## src/rtl/wdt_pkg.sv

```systemverilog
package wdt_pkg;

    typedef enum logic [1:0] {
        FL_CLEAR   = 2'd0,
        FL_PENDING = 2'd1,
        FL_ARMED   = 2'd2
    } flag_state_e;

    typedef enum logic {
        PL_IDLE   = 1'b0,
        PL_ACTIVE = 1'b1
    } pulse_state_e;

    typedef struct packed {
        logic       mode;
        logic       en;
        logic [2:0] cks;
    } wdt_ctrl_t;

    // Divider bit whose rising edge marks one prescaler period for a select code.
    function automatic logic [4:0] tap_index(input logic [2:0] cks);
        logic [4:0] idx;
        unique case (cks)
            3'd0: idx = 5'd0;
            3'd1: idx = 5'd5;
            3'd2: idx = 5'd6;
            3'd3: idx = 5'd8;
            3'd4: idx = 5'd10;
            3'd5: idx = 5'd12;
            3'd6: idx = 5'd14;
            default: idx = 5'd16;
        endcase
        return idx;
    endfunction

endpackage

```

## src/rtl/wdt_prescaler.sv

```systemverilog
module wdt_prescaler #(
    parameter int DIV_W = 17
) (
    input  logic       clk,
    input  logic       rst_n,
    input  logic       en_i,
    input  logic [2:0] cks_i,
    output logic       tick_o
);
    import wdt_pkg::*;

    logic [DIV_W-1:0] div_q;
    logic             tap_prev_q;
    logic             tap_now;

    assign tap_now = div_q[tap_index(cks_i)];

    always_ff @(posedge clk or negedge rst_n) begin
        if (!rst_n) begin
            div_q      <= '0;
            tap_prev_q <= 1'b0;
        end else if (!en_i) begin
            div_q      <= '0;
            tap_prev_q <= 1'b0;
        end else begin
            div_q      <= div_q + 1'b1;
            tap_prev_q <= tap_now;
        end
    end

    assign tick_o = en_i && tap_now && !tap_prev_q;


    div_hold_chk: assert property (@(posedge clk) disable iff (!rst_n)
        !en_i |=> (div_q == '0));

endmodule

```

## src/rtl/wdt_upcounter.sv

```systemverilog
module wdt_upcounter #(
    parameter int CNT_W = 8
) (
    input  logic             clk,
    input  logic             rst_n,
    input  logic             en_i,
    input  logic             tick_i,
    output logic [CNT_W-1:0] cnt_o,
    output logic             ovf_o
);
    localparam logic [CNT_W-1:0] CNT_MAX = '1;

    logic [CNT_W-1:0] cnt_q;

    always_ff @(posedge clk or negedge rst_n) begin
        if (!rst_n) begin
            cnt_q <= '0;
        end else if (!en_i) begin
            cnt_q <= '0;
        end else if (tick_i) begin
            cnt_q <= cnt_q + 1'b1;
        end
    end

    assign cnt_o = cnt_q;
    assign ovf_o = en_i && tick_i && (cnt_q == CNT_MAX);


    wrap_zero_chk: assert property (@(posedge clk) disable iff (!rst_n)
        ovf_o |=> (cnt_q == '0));


    cnt_hold_chk: assert property (@(posedge clk) disable iff (!rst_n)
        !en_i |=> (cnt_q == '0));

endmodule

```

## src/rtl/wdt_flag_fsm.sv

```systemverilog
module wdt_flag_fsm (
    input  logic clk,
    input  logic rst_n,
    input  logic ovf_i,
    input  logic rd_stat_i,
    input  logic wr_ok_i,
    input  logic wbit_i,
    output logic flag_o
);
    import wdt_pkg::*;

    flag_state_e state_q, state_d;

    always_ff @(posedge clk or negedge rst_n) begin
        if (!rst_n) state_q <= FL_CLEAR;
        else        state_q <= state_d;
    end

    always_comb begin
        state_d = state_q;
        unique case (state_q)
            FL_CLEAR: begin
                if (ovf_i) state_d = FL_PENDING;
            end
            FL_PENDING: begin
                if (!ovf_i && rd_stat_i) state_d = FL_ARMED;
            end
            FL_ARMED: begin
                if (ovf_i)                   state_d = FL_PENDING;
                else if (wr_ok_i && !wbit_i) state_d = FL_CLEAR;
                else if (wr_ok_i)            state_d = FL_PENDING;
            end
            default: state_d = FL_CLEAR;
        endcase
    end

    always_comb begin
        flag_o = (state_q != FL_CLEAR);
    end


    set_on_ovf_chk: assert property (@(posedge clk) disable iff (!rst_n)
        ovf_i |=> (state_q == FL_PENDING));


    flag_sticky_chk: assert property (@(posedge clk) disable iff (!rst_n)
        (state_q != FL_CLEAR && !(wr_ok_i && !wbit_i)) |=> (state_q != FL_CLEAR));


    clear_needs_arm_chk: assert property (@(posedge clk) disable iff (!rst_n)
        (state_q == FL_PENDING) |=> (state_q != FL_CLEAR));


    rearm_on_ovf_chk: assert property (@(posedge clk) disable iff (!rst_n)
        (state_q == FL_ARMED && ovf_i) |=> (state_q == FL_PENDING));

endmodule

```

## src/rtl/wdt_pulse_gen.sv

```systemverilog
module wdt_pulse_gen #(
    parameter int PULSE_LEN = 4
) (
    input  logic clk,
    input  logic rst_n,
    input  logic fire_i,
    output logic pulse_o
);
    import wdt_pkg::*;

    localparam int LEN_W = $clog2(PULSE_LEN + 1);
    localparam logic [LEN_W-1:0] LEN_LOAD = LEN_W'(PULSE_LEN - 1);

    pulse_state_e     state_q, state_d;
    logic [LEN_W-1:0] left_q, left_d;

    always_ff @(posedge clk or negedge rst_n) begin
        if (!rst_n) begin
            state_q <= PL_IDLE;
            left_q  <= '0;
        end else begin
            state_q <= state_d;
            left_q  <= left_d;
        end
    end

    always_comb begin
        state_d = state_q;
        left_d  = left_q;
        unique case (state_q)
            PL_IDLE: begin
                if (fire_i) begin
                    state_d = PL_ACTIVE;
                    left_d  = LEN_LOAD;
                end
            end
            PL_ACTIVE: begin
                if (fire_i) begin
                    left_d = LEN_LOAD;
                end else if (left_q == '0) begin
                    state_d = PL_IDLE;
                end else begin
                    left_d = left_q - 1'b1;
                end
            end
            default: state_d = PL_IDLE;
        endcase
    end

    always_comb begin
        pulse_o = (state_q == PL_ACTIVE);
    end


    pulse_start_chk: assert property (@(posedge clk) disable iff (!rst_n)
        fire_i |=> pulse_o);


    pulse_min_chk: assert property (@(posedge clk) disable iff (!rst_n)
        $rose(pulse_o) |=> pulse_o);

endmodule

```

## src/rtl/wdt_dualmode.sv

```systemverilog
module wdt_dualmode #(
    parameter int          CNT_W     = 8,
    parameter int          DIV_W     = 17,
    parameter int          PULSE_LEN = 4,
    parameter logic [7:0]  WR_KEY    = 8'hA5
) (
    input  logic        clk,
    input  logic        rst_n,
    input  logic        bus_addr,
    input  logic        bus_rd,
    input  logic        bus_wr,
    input  logic [15:0] bus_wdata,
    output logic [7:0]  bus_rdata,
    output logic        irq_o,
    output logic        wdog_ovf_o
);
    import wdt_pkg::*;

    localparam int DATA_W = 8;

    wdt_ctrl_t        ctrl_q;
    logic             wr_ok;
    logic             rd_stat;
    logic             tick;
    logic             ovf_ev;
    logic             flag;
    logic [CNT_W-1:0] cnt;
    logic             unused_wbits;

    assign unused_wbits = ^bus_wdata[4:3];
    assign wr_ok   = bus_wr && !bus_addr && (bus_wdata[15:8] == WR_KEY);
    assign rd_stat = bus_rd && !bus_addr;

    always_ff @(posedge clk or negedge rst_n) begin
        if (!rst_n) begin
            ctrl_q <= '0;
        end else if (wr_ok) begin
            ctrl_q.mode <= bus_wdata[6];
            ctrl_q.en   <= bus_wdata[5];
            ctrl_q.cks  <= bus_wdata[2:0];
        end
    end

    wdt_prescaler #(.DIV_W(DIV_W)) u_presc (
        .clk    (clk),
        .rst_n  (rst_n),
        .en_i   (ctrl_q.en),
        .cks_i  (ctrl_q.cks),
        .tick_o (tick)
    );

    wdt_upcounter #(.CNT_W(CNT_W)) u_cnt (
        .clk    (clk),
        .rst_n  (rst_n),
        .en_i   (ctrl_q.en),
        .tick_i (tick),
        .cnt_o  (cnt),
        .ovf_o  (ovf_ev)
    );

    wdt_flag_fsm u_flag (
        .clk       (clk),
        .rst_n     (rst_n),
        .ovf_i     (ovf_ev),
        .rd_stat_i (rd_stat),
        .wr_ok_i   (wr_ok),
        .wbit_i    (bus_wdata[7]),
        .flag_o    (flag)
    );

    wdt_pulse_gen #(.PULSE_LEN(PULSE_LEN)) u_pulse (
        .clk     (clk),
        .rst_n   (rst_n),
        .fire_i  (ovf_ev && ctrl_q.mode),
        .pulse_o (wdog_ovf_o)
    );

    always_comb begin
        if (bus_addr) bus_rdata = DATA_W'(cnt);
        else          bus_rdata = {flag, ctrl_q.mode, ctrl_q.en, 1'b1, 1'b0, ctrl_q.cks};
    end

    assign irq_o = flag && !ctrl_q.mode;


    key_reject_chk: assert property (@(posedge clk) disable iff (!rst_n)
        (bus_wr && !wr_ok) |=> $stable(ctrl_q));


    irq_follow_chk: assert property (@(posedge clk) disable iff (!rst_n)
        (ovf_ev && !ctrl_q.mode && !wr_ok) |=> irq_o);


    wdog_no_irq_chk: assert property (@(posedge clk) disable iff (!rst_n)
        (ctrl_q.mode && !wr_ok) |=> !irq_o);

endmodule

```

## config.mk

```make
export PLATFORM = sky130hd
export DESIGN_NAME = wdt_dualmode
export DESIGN_NICKNAME = d
export VERILOG_FILES = /design/src/rtl/wdt_pkg.sv /design/src/rtl/wdt_prescaler.sv /design/src/rtl/wdt_upcounter.sv /design/src/rtl/wdt_flag_fsm.sv /design/src/rtl/wdt_pulse_gen.sv /design/src/rtl/wdt_dualmode.sv
export SDC_FILE = /design/constraint.sdc
export NUM_CORES = 1
export LEC_CHECK = 0
export BUFFER_PORTS_ARGS = -buffer_cell sky130_fd_sc_hd__buf_2
export CELL_PAD_IN_SITES_DETAIL_PLACEMENT = 1
export CELL_PAD_IN_SITES_GLOBAL_PLACEMENT = 1
export CORE_MARGIN = 3
export CORE_UTILIZATION = 44
export CTS_CLUSTER_DIAMETER = 100
export CTS_CLUSTER_SIZE = 20
export DETAILED_ROUTE_END_ITERATION = 8
export PLACE_DENSITY_LB_ADDON = 0.1
export SLEW_MARGIN = 20
export SYNTH_ARGS = -nofsm -noshare
export SYNTH_HDL_FRONTEND = slang
export SYNTH_SLANG_ARGS = --single-unit
```

## constraint.sdc

```tcl
create_clock -name clk -period 2.55 [get_ports clk]
set_clock_uncertainty 0.1 [all_clocks]
set_input_delay 0.51 -clock clk [delete_from_list [all_inputs] [get_ports clk]]
set_output_delay 0.51 -clock clk [all_outputs]
set_load 0.02 [all_outputs]
```

==> out/results.tsv, run 1 <==
stage	metric	value	unit
setup_path	cp-end-kind	flip-flop	
route	dr_wl_met3	165	µm
global_route	grt_start_max_net_pins	38	
yosys	ys_seq_area_frac	0.454	
die	core	4410	µm²
yosys	synth_area	2040	µm²
setup_path	path_max_fanout	8	
yosys	synth_area_leaders	dfrtp_1 45%, mux2_2 6.6%, mux2i_1 3.9%	
route	viasPerCell	5.72	
cells_and_area	regArea	926	µm²
setup_path	arrival	2.10	ns
route	firstDrtPassIters	4	
setup_path	crit_path_cell_trace	mux2_2, o221ai_2, or2_0, o221ai_1	
die	fp.dieW	74.1	µm
clocking	clock_tree.root_cell	clkbuf_8	
flow_run	cap_violations	0	
route	drt_iter0_drc	78	
sta	setup_viol	0	
global_route	grtUsageTotal	0.189	
yosys	synth_top_flop_cell	dfrtp_1	
setup_path	crit_slowest_cell	dfrtp_1	
setup_path	worstSetupStartpointType	flip-flop	
setup_path	cp.required	2.61	ns
hold_path	worst_hold_path_type	in -> async	
setup_path	reg2reg_depth	4	
route	met1_length	2000	µm
sta	timing.hold.ws	0.218	ns
yosys	syn_inst	200	
cells_and_area	final_nets	256	
route	top_layer_used	met4	
sta	setup_ws	0.517	ns
placement	gp_congestion	0.802	
sta	slew_headroom	0.428	
yosys	async_flop_share	1.00	
route	wl_per_cell	17.1	µm
cells_and_area	diodes	0	
sta	period_needed	2.03	ns
die	rows	24	
pwr	leakage	1.04	nW
pwr	ir_drop	0.256	mV
outcome	status	finished clean	
cells_and_area	num-fill-cells	510	
die	dieArea	5490	µm²
sta	drv_slew	0	
clocking	clk_pin_slew	0.08	ns
yosys	ys_ff_latch	37	
placement	dpl_cell_area	2230	µm²
yosys	syn-num-nets	225	
cells_and_area	finalInstanceArea	2350	µm²
clocking	post_cts_resized	0	
die	initial_core_util	0.462	
global_route	antenna_found_initial	0	
cells_and_area	multiInputGateArea	1040	µm²
global_route	grt_pass1_vias	1698	
placement	dp.final_hpwl	3680	µm
placement	place_ws	0.407	ns
setup_path	cpPeakStageDelay	0.50	ns
sta	timing.fmax	492	MHz
die	ios	31	
global_route	grt-ovfl-total	0	
sta	setup_tns	0	ns
clocking	clk_latency	0.30	ns
global_route	grt_pass1_wl	7810	µm
yosys	yosys.area.top_type	dfrtp_1	
clocking	postCtsHoldBufs	0	
pwr	power.density	518	nW/µm²
route	ant_nets	0	
cells_and_area	drive_gt1_frac	0.246	
placement	port_buffers	28	
die	die_y	74.1	µm
clocking	cts.sinks	37	
clocking	cts_htree_levels	2	
yosys	ys_types	45	
clocking	post-cts-setup-buffers	0	
yosys	synth_edf_count	0	
setup_path	path_class	reg -> reg	
sta	fin_crit_sh	0.797	
route	met2_length	2620	µm
sta	tightest_slew	0.857	ns
yosys	syn_area_per_cell	10.2	µm²
yosys	synth_warnings	0	
sta	rsz0062_at_grt	false	
route	drt_drc_violations_left	0	
yosys	synth_top_cell_area_share	0.454	
route	drt_wl_total	4870	µm
clocking	cts_max_path_buffers	2	
clocking	cts_tree	yes	
sta	finalHoldViolCount	0	
route	vias	1624	
cells_and_area	area_growth	15.4	%
clocking	cts-buffers-inserted	5	
pwr	fin_total_pwr	1.22	mW
synthesized netlist by cell type (all sizes together), types with 2 or more instances:
cell type	instances
dfrtp	37
nand2	18
inv	13
mux2	12
nand3	11
o21ai	10
or3	9
a21boi	8
and2	8
mux2i	8
nand2b	6
xnor2	6
clkbuf	5
and3	4
ha	4
nor2b	4
a21oi	3
nand4	3
or4	3
nor2	2
nor3	2
nor3b	2
nor4	2
nor4bb	2
o221ai	2
o311ai	2
o31ai	2
flip-flops by register name, summed over array words and instances, names as in the netlist:
name and flops:
ctrl_q 5, u_presc.div_q 17, u_cnt.cnt_o 8, u_pulse.pulse_o 1, u_pulse.left_q 3, u_presc.tap_prev_q 1, u_flag.state_q 2
per-layer routing:
metal	global-route usage	vias to the layer above
met5	0	-
met4	0.0624	0
met3	0.0514	7
met2	0.344	23
met1	0.213	816
li1	-	778
final timing paths:
kind / startpoint / end / slack (ns)
min in group clk: bus_wdata[5] / ctrl_q[3] / 0.34
max reg2reg: ctrl_q[2] / u_cnt.cnt_o[4] / 0.52
min: rst_n / u_presc.div_q[3] / 0.22
max in group asynchronous: rst_n / ctrl_q[0] / 1.60
min reg2reg: u_pulse.left_q[0] / u_pulse.left_q[0] / 0.43
max: ctrl_q[2] / u_cnt.cnt_o[4] / 0.52
through the flow:
step,cells,utilization
6_report,284,0.533
5_1_grt,284,0.533
4_1_cts,284,0.533
3_5_place_dp,276,0.506
3_3_place_gp,276,0.506
2_1_floorplan,200,-
power by group:
group / leakage (nW) / internal (mW) / total, mW / switching [mW]
combinational: 0.469 / 0.0305 / 0.0780 / 0.0476
clock: 0.0574 / 0.318 / 0.540 / 0.222
sequential: 0.516 / 0.592 / 0.600 / 0.00840
worst max-delay path, delay by kind of cell, from the launching register on:
kind               cells  cell delay, ns
and+or+nand+nor        1            0.38
AOI/OAI and AO/OA      2            0.52
DFF                    1            0.50
muxes                  1            0.40
layout make-up:
type	count	share of cell area
multi-input cells	144	0.441
flip-flops and latches	37	0.393
repair buffers	30	0.0659
clock buffers	6	0.0351
well taps	52	0.0276
inverters	13	0.0207
clock inverters	2	0.0159
cell usage in the layout (no fill, tap or decap), drive strengths merged, types with 3 or more instances in the layout:
cell type / Yosys / layout
dfrtp: 37 / 37
a21boi: 8 / 8
nand2: 18 / 18
nand2b: 6 / 6
a21oi: 3 / 3
buf: 1 / 30
mux2i: 8 / 8
or3: 9 / 9
xnor2: 6 / 6
nor2b: 4 / 4
mux2: 12 / 12
clkbuf: 5 / 6
o21ai: 10 / 10
nand3: 11 / 11
nand4: 3 / 3
ha: 4 / 4
and3: 4 / 4
and2: 8 / 8
inv: 13 / 13
or4: 3 / 3
kinds of logic (layout without fill, tap and decap cells):
group / after synthesis / count (layout) / share of synthesized area
simple gates: 78 / 78 / 0.228
flops: 37 / 37 / 0.454
compound gates: 35 / 35 / 0.121
mux: 20 / 20 / 0.106
buf+inv: 19 / 51 / 0.0368
xor+xnor: 7 / 7 / 0.0301
fa+ha+maj: 4 / 4 / 0.0245
Note: power is estimated with default switching activity, not from simulation.
==> run 2: changes to the inputs <==
- CORE_UTILIZATION: 44 -> 39
- clock period: 2.55 -> 1.7 ns (I/O delays scaled with it)
==> out/results.tsv, run 2 (synthesized netlist as in run 1, its figures left out) <==
stage	metric	value	unit	change
global_route	grt_pass1_vias	1970		+16%
hold_path	worst_hold_path_type	in -> reg		
sta	timing.fmax	543	MHz	+10%
clocking	cts_htree_levels	2		unchanged
die	die_y	78.3	µm	+5.7%
cells_and_area	regArea	931	µm²	+0.54%
die	rows	25		+4.2%
sta	setup_ws	-0.142	ns	-0.658 ns
global_route	grt_pass1_wl	9670	µm	+24%
sta	fin_crit_sh	1.08		+0.286
outcome	status	complete, but fails checks		
cells_and_area	layout_commonest_cell	dfrtp_1		
cells_and_area	multiInputGateArea	1140	µm²	+9.6%
pwr	power.density	669	nW/µm²	+29%
placement	port_buffers	28		unchanged
route	firstDrtPassIters	4		unchanged
setup_path	path_class	reg -> reg		
cells_and_area	diodes	0		unchanged
cells_and_area	drive_gt1_frac	0.416		+0.170
global_route	grt_start_max_net_pins	23		-39%
sta	period_needed	1.84	ns	-0.192 ns
route	vias	1757		+8.2%
outcome	failed_checks	negative setup slack		
die	core	4880	µm²	+11%
clocking	cts-buffers-inserted	5		unchanged
clocking	cts_tree	yes		
sta	setup_viol	13		+13
cells_and_area	finalCoreUtilization	0.571		+0.0376
cells_and_area	final_cell_mix	33 x dfrtp_1, 32 x buf_4, 25 x buf_2		
die	fp.dieW	78.3	µm	+5.7%
sta	rsz0062_at_grt	true		
sta	drv_slew	0		unchanged
route	drt_iter0_drc	70		-10%
die	ios	31		unchanged
cells_and_area	largest_reg_flops	17		unchanged
setup_path	cp-end-kind	flip-flop		
clocking	cts_max_path_buffers	2		unchanged
cells_and_area	final_nets	291		+14%
route	drt_wl_total	5710	µm	+17%
setup_path	worstSetupStartpointType	flip-flop		
die	initial_core_util	0.418		-0.0441
die	dieArea	6130	µm²	+12%
placement	dp.final_hpwl	4220	µm	+15%
sta	tightest_slew	0.431	ns	-0.427 ns
global_route	grt-ovfl-total	0		unchanged
setup_path	arrival	1.89	ns	-0.21 ns
placement	dp.cells	318		+15%
clocking	cts.sinks	37		unchanged
setup_path	cp.required	1.75	ns	-0.86 ns
cells_and_area	num-fill-cells	564		+11%
cells_and_area	finalNonFillerCells	334		+18%
cells_and_area	area_growth	36.6	%	
flow_run	cap_violations	0		unchanged
sta	finalHoldViolCount	0		unchanged
cells_and_area	top_register	u_presc.div_q		
global_route	antenna_found_initial	0		unchanged
pwr	ir_drop	0.489	mV	+91%
route	viasPerCell	5.26		-8.0%
clocking	clk_pin_slew	0.07	ns	about the same
route	wl_per_cell	17.1	µm	-0.27%
placement	gp_congestion	0.849		+6.0%
setup_path	path_max_fanout	7		-1
pwr	leakage	1.24	nW	+19%
sta	slew_headroom	0.713		+0.285
clocking	clk_latency	0.29	ns	about the same
global_route	grtUsageTotal	0.203		+0.0132
route	drt_drc_violations_left	0		unchanged
route	ant_nets	0		unchanged
clocking	clock_tree.root_cell	clkbuf_8		
-- run 2: path summary, 6_finish.rpt --
check                                   from           endpoint  slack, ns  cells after the start
setup reg to reg                   ctrl_q[2]     u_cnt.cnt_o[2]      -0.14                      4
hold / removal                  bus_wdata[6]          ctrl_q[4]       0.18                      2
min in group asynchronous              rst_n  u_presc.div_q[15]       0.42                      2
hold reg to reg            u_pulse.left_q[1]  u_pulse.left_q[1]       0.42                      2
max in group asynchronous              rst_n          ctrl_q[1]       0.60                      3
setup / recovery                   ctrl_q[2]     u_cnt.cnt_o[2]      -0.14                      4
-- run 2: area by class of cell --
class	count	area share
Clock inverter	2	0.0135
Tap cell	67	0.0301
Clock buffer	6	0.0296
Timing Repair Buffer	65	0.166
Multi-Input combinational cell	144	0.409
Inverter	13	0.0175
Sequential cell	37	0.334
-- run 2: per-stage QoR --
stage	setup TNS [ns]	power [mW]	hold slack [ns]	cell area, µm²	setup slack, ns
after global routing	-2.30	1.94	0.189	2790	-0.234
after floorplan	-0.00730	0.974	-0.0556	2050	-0.00730
final	-0.684	1.86	0.181	2790	-0.142
after detailed placement	-1.47	1.05	0.199	2470	-0.211
after global placement	-0.587	1.05	0.197	2470	-0.108
after CTS	-0.828	1.87	0.173	2710	-0.135
-- run 2: worst max-delay path: stages, from the launching register on --
cell      delay [ns]
dfrtp_2         0.47
mux2i_1         0.17
a221o_2         0.43
o311ai_0        0.39
o31ai_1         0.14
-- run 2: report_power, final --
group | switching, mW | internal (mW)
clock | 0.326 | 0.477
sequential | 0.0159 | 0.889
combinational | 0.0841 | 0.0711
-- run 2: metal layers --
layer	global-route usage	vias to the layer above	part of all wire
li1	-	849	-
met5	0	-	0
met3	0.0413	6	0.026
met2	0.375	22	0.54
met4	0.0420	0	0.0077
met1	0.241	880	0.43
-- run 2: what timing repair did --
action                                  4_1_cts  5_1_grt
hold buffers                                  1        0
endpoints found under the setup margin       19       28
pin swaps                                     6       11
endpoints found under the hold margin        15        0
gates resized for setup                      16       24
buffers inserted                              6        1
==> run 3: changes to the inputs <==
==> constraint.sdc (replaced) <==
create_clock -name clk -period 1.7 [get_ports clk]
set_clock_uncertainty 0.1 [all_clocks]
set_input_delay 0.17 -clock clk [delete_from_list [all_inputs] [get_ports clk]]
set_output_delay 0.17 -clock clk [all_outputs]
set_load 0.02 [all_outputs]
==> out/results.tsv, run 3 (synthesized netlist as in run 1, its figures left out) <==
stage	metric	value	unit	change
cells_and_area	finalInstanceArea	2670	µm²	-4.2%
die	dieArea	6130	µm²	unchanged
sta	setup_tns	-0.625	ns	+0.0590 ns
cells_and_area	top_register	u_presc.div_q		
setup_path	cp.required	1.79	ns	+0.04 ns
clocking	cts_htree_levels	2		unchanged
route	vias	1769		+0.68%
cells_and_area	largest_reg_flops	17		unchanged
global_route	antenna_found_initial	0		unchanged
die	initial_core_util	0.418		unchanged
placement	dp.final_hpwl	4290	µm	+1.6%
setup_path	crit_slowest_cell	or4_1		
route	ant_nets	0		unchanged
cells_and_area	diodes	0		unchanged
route	dr_wl_met3	186	µm	+27%
clocking	cts.sinks	37		unchanged
cells_and_area	layout_commonest_cell	dfrtp_1		
placement	gp_congestion	0.827		-2.7%
global_route	grt_start_max_net_pins	30		+30%
route	met1_length	2350	µm	-3.8%
cells_and_area	num-fill-cells	593		+5.1%
pwr	fin_total_pwr	1.64	mW	-12%
die	rows	25		unchanged
clocking	cts_max_path_buffers	2		unchanged
sta	timing.hold.ws	0.0265	ns	-0.154 ns
global_route	grt_pass1_vias	1927		-2.2%
setup_path	startpoint	ctrl_q[2]		
route	drt_drc_violations_left	0		unchanged
setup_path	cp-end-kind	flip-flop		
sta	slew_headroom	0.718		+0.00539
setup_path	worstSetupPathDepth	5		+1
sta	drv_slew	0		unchanged
setup_path	crit_path_cell_trace	mux2_2, o221ai_4, buf_4, or4_1, o221ai_1		
placement	place_ws	-0.219	ns	-0.00866 ns
cells_and_area	area_growth	30.8	%	
setup_path	reg2reg_to	u_cnt.cnt_o[4]		
die	core	4880	µm²	unchanged
route	met2_length	3160	µm	+2.8%
setup_path	cp-endpoint	u_cnt.cnt_o[4]		
route	drt_wl_total	5770	µm	+1.0%
sta	setup_viol	10		-3
route	viasPerCell	5.34		+1.6%
global_route	grt-ovfl-total	0		unchanged
placement	dpl_cell_area	2470	µm²	unchanged
setup_path	path_class	reg -> reg		
sta	fin_crit_sh	1.08		+0.00148
clocking	cts_tree	yes		
route	top_layer_used	met4		
setup_path	reg2reg_slack	-0.14	ns	about the same
pwr	ir_drop	0.310	mV	-37%
route	drt_iter0_drc	103		+47%
sta	rsz0062_at_grt	true		
clocking	clk_latency	0.29	ns	about the same
setup_path	path_max_fanout	6		-1
outcome	failed_checks	negative setup slack		
global_route	grtUsageTotal	0.196		-0.00640
setup_path	worst-path-buf-inv	1		+1
flow_run	cap_violations	0		unchanged
sta	setup_ws	-0.144	ns	-0.00251 ns
clocking	clk_pin_slew	0.08	ns	about the same
setup_path	r2r-start	ctrl_q[2]		
route	firstDrtPassIters	4		unchanged
sta	finalHoldViolCount	0		unchanged
sta	timing.fmax	542	MHz	-0.14%
pwr	leakage	1.21	nW	-2.2%
cells_and_area	final_cell_mix	34 x dfrtp_1, 30 x buf_4, 27 x buf_2		
setup_path	reg2reg_depth	5		+1
die	die_y	78.3	µm	unchanged
setup_path	worstSetupStartpointType	flip-flop		
setup_path	arrival	1.94	ns	+0.05 ns
hold_path	worst_hold_path_type	in -> reg		
setup_path	cp_top_family	simple AND/OR/NAND/NOR gates		
global_route	grt_pass1_wl	9360	µm	-3.3%
sta	period_needed	1.84	ns	+0.00251 ns
cells_and_area	final_nets	288		-1.0%
pwr	power.density	616	nW/µm²	-7.9%
die	fp.dieW	78.3	µm	unchanged
outcome	status	complete, but fails checks		
sta	tightest_slew	0.422	ns	-0.00808 ns
die	ios	31		unchanged
clocking	cts-buffers-inserted	5		unchanged
placement	port_buffers	28		unchanged
setup_path	cpPeakStageDelay	0.51	ns	+0.04 ns
clocking	clock_tree.root_cell	clkbuf_8		
cells_and_area	drive_gt1_frac	0.364		-0.0521
route	wl_per_cell	17.4	µm	+1.9%
## run 3: worst min-delay path by stage
stage	from	endpoint	slack [ns]	depth (start not counted)
after floorplan	rst_n	ctrl_q[0]	-0.23	0
after global placement	rst_n	u_presc.div_q[15]	0.03	1
after detailed placement	rst_n	u_presc.div_q[15]	0.03	1
after CTS	bus_wdata[1]	ctrl_q[1]	0.03	2
after global routing	bus_wdata[5]	ctrl_q[3]	0.02	2
final	bus_wdata[5]	ctrl_q[3]	0.03	2
## run 3: routing by layer
| metal | vias to the layer above | track usage |
|---|---|---|
| met5 | - | 0 |
| met4 | 0 | 0.0559 |
| met3 | 9 | 0.0356 |
| met2 | 29 | 0.365 |
| met1 | 891 | 0.229 |
| li1 | 840 | - |
## run 3: area by class of cell
cell class	count	area, µm²	share of cell area
repair buffers	62	424	0.159
clock inverters	2	10.0	0.00375
multi-input cells	144	1100	0.412
flip-flops and latches	37	930	0.348
inverters	13	48.8	0.0183
clock buffers	6	72.6	0.0272
well taps	67	83.8	0.0314
## run 3: through the flow
step,std cells,util
after floorplan,200,-
after global placement,318,0.507
after detailed placement,318,0.507
after CTS,329,0.538
after global routing,331,0.547
final,331,0.547
## run 3: repair_timing
action                                  CTS  global route
buffers inserted                          2             2
endpoints found under the setup margin   15            22
pin swaps                                 2             4
hold endpoints to repair                 15             0
gates resized for setup                  10             9
hold buffers                              1             0
## run 3: report_power, final
part           switching, mW  internal (mW)
Sequential            0.0131          0.888
Clock                  0.313          0.284
Combinational         0.0780         0.0677
